<file path="src/rtl/dirfc_pkg.sv">
// Package: default geometry of the eviction bucket-clear unit.
// Assumes one tag per way with no extra state bits folded into the hash.
package dirfc_pkg;
    localparam int DEF_WAYS     = 16;
    localparam int DEF_TAG_W    = 32;
    localparam int DEF_BKT_W    = 6;
    localparam int DEF_NTAB     = 4;
    localparam int DEF_ROT_STEP = 3;
endpackage

</file>
<file path="src/rtl/dirfc_hash.sv">
// Module: applies every directory hash table's function to one tag.
// Table t rotates the tag right by ROT_STEP*t bits and XOR-folds it into
// BKT_W-bit chunks (top chunk zero-padded). Must match the directory's hashes.
module dirfc_hash #(
    parameter int TAG_W    = dirfc_pkg::DEF_TAG_W,
    parameter int BKT_W    = dirfc_pkg::DEF_BKT_W,
    parameter int NTAB     = dirfc_pkg::DEF_NTAB,
    parameter int ROT_STEP = dirfc_pkg::DEF_ROT_STEP
) (
    input  logic [TAG_W-1:0]      tag,
    output logic [NTAB*BKT_W-1:0] bkt
);
    localparam int NCHUNK = (TAG_W + BKT_W - 1) / BKT_W;

    logic [2*TAG_W-1:0] dbl;
    assign dbl = {tag, tag};

    for (genvar t = 0; t < NTAB; t++) begin : g_tab
        localparam int ROT = (ROT_STEP * t) % TAG_W;
        logic [NCHUNK*BKT_W-1:0] padded;
        logic [BKT_W-1:0]        fold;

        // Rotate the tag and pad it to a whole number of chunks.
        always_comb begin
            padded             = '0;
            padded[TAG_W-1:0]  = dbl[ROT +: TAG_W];
        end

        // XOR all chunks together into the bucket index.
        always_comb begin
            fold = '0;
            for (int c = 0; c < NCHUNK; c++) begin
                fold = fold ^ padded[c*BKT_W +: BKT_W];
            end
        end

        assign bkt[t*BKT_W +: BKT_W] = fold;
    end
endmodule

</file>
<file path="src/rtl/dirfc_match.sv">
// Module: for one hash table, reports whether any surviving way lands on
// the departing block's bucket. Assumes `survivor` already excludes the
// departing way and invalid ways.
module dirfc_match #(
    parameter int WAYS  = dirfc_pkg::DEF_WAYS,
    parameter int BKT_W = dirfc_pkg::DEF_BKT_W
) (
    input  logic [WAYS*BKT_W-1:0] way_bkt,
    input  logic [BKT_W-1:0]      dep_bkt,
    input  logic [WAYS-1:0]       survivor,
    output logic                  conflict
);
    logic [WAYS-1:0] hit;

    for (genvar w = 0; w < WAYS; w++) begin : g_cmp
        assign hit[w] = survivor[w] && (way_bkt[w*BKT_W +: BKT_W] == dep_bkt);
    end

    assign conflict = |hit;
endmodule

</file>
<file path="src/rtl/dirfc_evict_clear.sv">
// Module: top of the eviction bucket-clear decision unit.
// Assumes the whole set's tags and valid bits are presented with the strobe
// (one set checked, inclusive cache). Mask and valid pulse are registered.
module dirfc_evict_clear #(
    parameter int WAYS     = dirfc_pkg::DEF_WAYS,
    parameter int TAG_W    = dirfc_pkg::DEF_TAG_W,
    parameter int BKT_W    = dirfc_pkg::DEF_BKT_W,
    parameter int NTAB     = dirfc_pkg::DEF_NTAB,
    parameter int ROT_STEP = dirfc_pkg::DEF_ROT_STEP,
    localparam int WAY_W   = $clog2(WAYS)
) (
    input  logic                  clk,
    input  logic                  rst_n,
    input  logic                  evict_vld,
    input  logic [WAY_W-1:0]      evict_way,
    input  logic [WAYS*TAG_W-1:0] set_tags,
    input  logic [WAYS-1:0]       set_valid,
    output logic                  clr_vld,
    output logic [NTAB-1:0]       clr_mask
);
    logic [NTAB*BKT_W-1:0] bkt_all [WAYS];
    logic [NTAB*BKT_W-1:0] dep_bkt;
    logic [WAYS-1:0]       dep_onehot;
    logic [WAYS-1:0]       survivor;
    logic                  dep_valid;
    logic [NTAB-1:0]       conflict;
    logic [NTAB-1:0]       mask_nxt;

    // Hash replicas, one per way.
    for (genvar w = 0; w < WAYS; w++) begin : g_way
        dirfc_hash #(
            .TAG_W(TAG_W), .BKT_W(BKT_W), .NTAB(NTAB), .ROT_STEP(ROT_STEP)
        ) u_hash (
            .tag (set_tags[w*TAG_W +: TAG_W]),
            .bkt (bkt_all[w])
        );
    end

    // Decode the departing way into a one-hot mask.
    always_comb begin
        dep_onehot = '0;
        dep_onehot[evict_way] = 1'b1;
    end

    assign dep_bkt   = bkt_all[evict_way];
    assign dep_valid = set_valid[evict_way];
    assign survivor  = set_valid & ~dep_onehot;

    // Per-table comparison across all surviving ways.
    for (genvar t = 0; t < NTAB; t++) begin : g_tab
        logic [WAYS*BKT_W-1:0] col;
        for (genvar w = 0; w < WAYS; w++) begin : g_col
            assign col[w*BKT_W +: BKT_W] = bkt_all[w][t*BKT_W +: BKT_W];
        end
        dirfc_match #(.WAYS(WAYS), .BKT_W(BKT_W)) u_match (
            .way_bkt  (col),
            .dep_bkt  (dep_bkt[t*BKT_W +: BKT_W]),
            .survivor (survivor),
            .conflict (conflict[t])
        );
    end

    // Clear permission: only for a valid departing block, per table.
    assign mask_nxt = dep_valid ? ~conflict : '0;

    // Register the mask on a strobe and pulse the valid flag.
    always_ff @(posedge clk) begin
        if (!rst_n) begin
            clr_vld  <= 1'b0;
            clr_mask <= '0;
        end else begin
            clr_vld <= evict_vld;
            if (evict_vld) begin
                clr_mask <= mask_nxt;
            end
        end
    end
endmodule

</file>
<file path="config.mk">
export PLATFORM = sky130hd
export DESIGN_NAME = dirfc_evict_clear
export DESIGN_NICKNAME = d
export VERILOG_FILES = /design/src/rtl/dirfc_pkg.sv /design/src/rtl/dirfc_hash.sv /design/src/rtl/dirfc_match.sv /design/src/rtl/dirfc_evict_clear.sv
export SDC_FILE = /design/constraint.sdc
export NUM_CORES = 1
export LEC_CHECK = 0
export ABC_CLOCK_PERIOD_IN_PS = 4600
export BUFFER_PORTS_ARGS = -buffer_cell sky130_fd_sc_hd__buf_2
export CORE_ASPECT_RATIO = 0.5
export CORE_MARGIN = 10
export CORE_UTILIZATION = 49
export CTS_CLUSTER_DIAMETER = 80
export CTS_CLUSTER_SIZE = 30
export DETAILED_ROUTE_END_ITERATION = 8
export PLACE_DENSITY_LB_ADDON = 0.12
export SLEW_MARGIN = 10
export SYNTH_ARGS = -nofsm -noshare
export SYNTH_HDL_FRONTEND = slang
export SYNTH_SLANG_ARGS = --single-unit
</file>
<file path="constraint.sdc">
create_clock -name clk -period 4.6 [get_ports clk]
set_input_delay 1.38 -clock clk [delete_from_list [all_inputs] [get_ports clk]]
set_output_delay 1.38 -clock clk [all_outputs]
set_load 0.005 [all_outputs]
</file>
==> flow_summary.toml, run 1 <==
[logic_synthesis]
ys_seq_area_share_pct = 0.635
postSynth.asyncResetShare_pct = 0
syn_area_per_cell_um2 = 8.66
synthCells = 1821
syn_area_um2 = 15800
syn-num-nets = 2356
synth_warnings = 0
synth-seq-cells = 5
synth_cell_types = 84
synth_ff_type = "dfxtp_1"
synth_edf_count = 0

[placement]
hpwlAfterDp_um = 96000
io_buffer_count = 539
pre_cts_ws_ns = -1.02
place_inst = 3528
gp_congestion = 1.25

[global_routing]
grt-ovfl-total = 15
grt_util_all_layers_pct = 73.6
grt_max_degree = 16
antenna_found_initial = 27

[clock_tree]
htreeDepth = 1
max-clock-path-buffers = 2
numCtsBuffers = 3
clock-root-buffer = "clkbuf_16"
cts_hold_buf = 0
cts_sinks = 5

[die]
rows = 46
die_w_um = 274
ios = 540
die_h_um = 147
initial_utilization_pct = 49.7

[sta]
worst-ep-kind = "sequential cell input"
crit_endpoint = "clr_mask[3]$_SDFFE_PN0P_/D"

[run_status]
status = "aborted with a tool error"
failed_stage = "global routing (5_1_grt)"
stop_error = "[ERROR GRT-0232] Routing congestion too high. Check the congestion heatmap in the GUI."
-- stage by stage --
stage,TNS [ns],instance area [um2]
2_1_floorplan,-0.0374,15900
3_3_place_gp,-3.03,25200
3_5_place_dp,-3.43,25200
4_1_cts,-0.127,26300
-- cells by family after synthesis --
group | Yosys count | share of synthesized area, %
XOR/XNOR | 923 | 64.4
AND/OR/NAND/NOR | 511 | 18.8
AO/OA/AOI/OAI | 233 | 11.2
buffers and inverters | 130 | 3.22
multiplexers | 19 | 1.77
flip-flops | 5 | 0.635
-- per-layer routing --
| metal | track usage [%] | GRT overflow |
|---|---|---|
| met4 | 68.6 | 8 |
| met2 | 86.2 | 6 |
| met5 | 46.2 | 0 |
| met1 | 71.3 | 0 |
| met3 | 67.3 | 1 |
-- synth_stat cells (all sizes together) (16+ instances only) --
library cell | count | area (um2)
nand4 | 47 | 294
nor2 | 63 | 239
and3 | 16 | 100
nand2 | 94 | 353
nand2b | 22 | 138
nor4 | 46 | 373
nand3 | 51 | 255
o21ai | 23 | 115
clkbuf | 69 | 259
a22oi | 28 | 210
a211oi | 16 | 125
xnor3 | 134 | 3020
nor3 | 58 | 295
xnor2 | 552 | 4850
xor2 | 223 | 1950
o22ai | 33 | 206
inv | 28 | 105
or4 | 16 | 120
buf | 33 | 144
-- timing repair --
action	CTS
endpoints found under the setup margin	4
buffers inserted	47
gates resized for setup	122
pin swaps	38
==> run 2, diff against run 1 <==
ABC_CLOCK_PERIOD_IN_PS = 5980   (was 4600)
CORE_ASPECT_RATIO = unset   (was 0.5)
CORE_UTILIZATION = 40   (was 49)
CTS_CLUSTER_DIAMETER = unset   (was 80)
CTS_CLUSTER_SIZE = unset   (was 30)
PLACE_DENSITY_LB_ADDON = 0.15   (was 0.12)
clock period = 5.98 ns   (was 4.6 ns; I/O delays follow)
==> run 2 against run 1 <==
Net effect:
- the flow now finishes, with violations (setup timing)
- area after synthesis stayed put
- synthesized cell count stayed put
==> flow_summary.toml, run 2 <==
[run_status]
status = "finished, violations left"
violations = "setup timing"

[layout]
final_cell_mix = "xnor2_1, buf_2, buf_4, xor2_1, xnor3_1"
final_cells = 3131
fillerInstances = 3615
largest_reg_flops = 4
drive_gt1_share_pct = 35.7
area_growth_syn_to_layout_pct = 38.9
mostFrequentLayoutCell = "xnor2_1"
final_core_util_pct = 56.4
top_register = "clr_mask"
ff_latch_area_um2 = 100
largest_registers = "clr_mask x4, clr_vld x1"
fin_nets = 3147
multi_input_area_um2 = 15300

[logic_synthesis]
synth-seq-cells = 5
synth_edf_count = 0
synth.most_common_cell = "xnor2_1"
synth_warnings = 0
yosysTopAreaCellShare_pct = 30.6
syn-num-nets = 2356
ys_seq_area_share_pct = 0.635
yosys-top-cells-area = "xnor2_1, xnor3_1, xor2_1"
yosysTopAreaCell = "xnor2_1"
syn_area_um2 = 15800
synthCells = 1821
synth_cell_types = 84
synth_ff_type = "dfxtp_1"
postSynth.asyncResetShare_pct = 0
syn_area_per_cell_um2 = 8.66
netlist_top_cells_count = "xnor2_1, xor2_1, xnor3_1, nand2_1, clkbuf_1"

[hold_path]
whs_path_depth = 2
hold_class = "register to register"
hold_path_startpoint = "clr_mask[2]"
whs_endpoint = "clr_mask[2]"

[sta]
setup_viol = 2
skew_ns = 0
drv_slew = 0
tns_ns = -0.0267
final_hold_viol_count = 0
slew_headroom_pct = 14.2
fin_crit_sh_pct = 100
finalWorstSetupSlack_ns = -0.0186
period_needed_ns = 6.00
max_freq_mhz = 167
tightest_slew_ns = 1.28
rsz0062_at_grt = "false"

[placement]
io_buffer_count = 539
gp_congestion = 1.09
hpwlAfterDp_um = 94400
pre_cts_ws_ns = -0.0476
place_inst = 3123

[power]
p_leak_nw = 10.0
clockPowerShare_pct = 2.1
power_frac_seq_pct = 0.8
internal-power_w = 0.00247
switching_share_pct = 57.3
comb_power_share_pct = 97.1
ir_worst_vdd_mv = 0.136
p_sw_w = 0.00332
pwr_density_cell_nw_per_um2 = 264

[critical_path]
rr_endpoint = "clr_mask[1]"
worst-path-buf-inv = 5
startpoint_type = "primary input"
crit_arrival_ns = 6.13
r2r_start = "clr_mask[1]"
crit_top_cell = "nand3_1"
crit_chain = "buf_2 > nor2b_1 > nand3_1 > buf_4 > nor4_1 > buf_4 > nor4_1 > nand4_1 > nor4_4 > buf_12 > buf_12 > xnor2_1 > nand3_1 > or4b_1 > a41o_1 > nand3_1 > o31ai_1"
path_max_fanout = 9
worstRegToRegCells = 2
rrSetupSlack_ns = 5.26
cpPeakStageDelay_ns = 0.69
cpLargestDelayFamily = "simple AND/OR/NAND/NOR gates"
critical_path_class = "primary input to register"
cp-end-kind = "register"
worstPathRequired_ns = 6.11
cpMaxStageDelayCell = "or4b_1"

[die]
die_h_um = 219
core-area_um2 = 38800
rows = 72
die_w_um = 219
initial_utilization_pct = 40.6
ios = 540
die_area_um2 = 47800

[drt]
wirelength_um = 106000
via_per_inst = 6.13
wl_per_cell_um = 34.0
firstDrtPassIters = 6
ant_nets = 0
num_vias = 19200
initialDrtViolationCount = 2786
drc = 0

[global_routing]
grt_pass1_vias = 19500
grt_max_degree = 27
grt-ovfl-total = 0
grt_util_all_layers_pct = 42.1
antenna_found_initial = 3
grt_pass1_wl_um = 143000

[clock_tree]
numCtsBuffers = 3
clk_pin_slew_ns = 0.04
max-clock-path-buffers = 2
cts_sinks = 5
cts_hold_buf = 0
clock-root-buffer = "clkbuf_16"
postCtsSetupRepairBufs = 0
htreeDepth = 1
cts_resized = 0
cts_tree = "built"
clk_latency_ns = 0.24

[flow_run]
maxCapViolations = 0
run 2: cell families (layout without fill, tap and decap cells):
kind of cell,after synthesis,in the layout,share of synthesized area (%)
xor gates and xnor gates,923,923,64.4
DFF,5,5,0.635
buffers and inverters,130,920,3.22
and+or+nand+nor,511,511,18.8
AOI/OAI and AO/OA,233,233,11.2
muxes,19,19,1.77
other,0,2,0
run 2: worst max-delay path by stage:
stage | start | endpoint | slack [ns] | depth (start not counted)
global route | evict_way[0] | clr_mask[1] | 0.02 | 17
global placement | set_tags[215] | clr_mask[1] | -0.07 | 14
finish | evict_way[0] | clr_mask[1] | -0.02 | 17
detailed placement | set_tags[215] | clr_mask[1] | -0.05 | 14
floorplan | set_tags[278] | clr_mask[3] | 0.68 | 13
CTS | set_tags[215] | clr_mask[1] | 0.18 | 14
run 2: per-stage QoR:
step | hold WS [ns] | power [W] | cell area [um2]
2_1_floorplan | 0.449 | 0.00285 | 15800
3_3_place_gp | 0.498 | 0.00544 | 21800
3_5_place_dp | 0.513 | 0.00542 | 21800
4_1_cts | 0.518 | 0.00557 | 21900
5_1_grt | 0.551 | 0.00585 | 21900
6_report | 0.525 | 0.00579 | 21900
run 2: worst register-to-register path, delay by kind of cell (launching register included):
family | cells | cell delay [ns]
flip-flops | 1 | 0.46
AO/OA/AOI/OAI | 1 | 0.09
AND/OR/NAND/NOR | 1 | 0.08
run 2: layout make-up:
cell class,count,area share [%]
multi-input cells,1686,69.8
repair buffers,888,25.9
well taps,518,2.96
inverters,28,0.480
flip-flops and latches,5,0.457
clock buffers,4,0.360
diodes,2,0.0229
run 2: layer usage:
metal  vias up  share of wire (%)  track usage [%]
met5         -              0.012                0
met3       299                 12             13.4
met4         2                6.2             20.9
li1       8122                  -                -
met2      1538                 44             66.5
met1      9242                 37             50.6
run 2: power by group through the flow:
stage          logic [W]  registers, W  clock network (W)
4_1_cts          0.00540     0.0000462           0.000122
3_3_place_gp     0.00539     0.0000467                  0
2_1_floorplan    0.00281     0.0000426                  0
3_5_place_dp     0.00537     0.0000467                  0
5_1_grt          0.00568     0.0000467           0.000123
6_report         0.00562     0.0000469           0.000122
(Power assumes the default switching activity.)
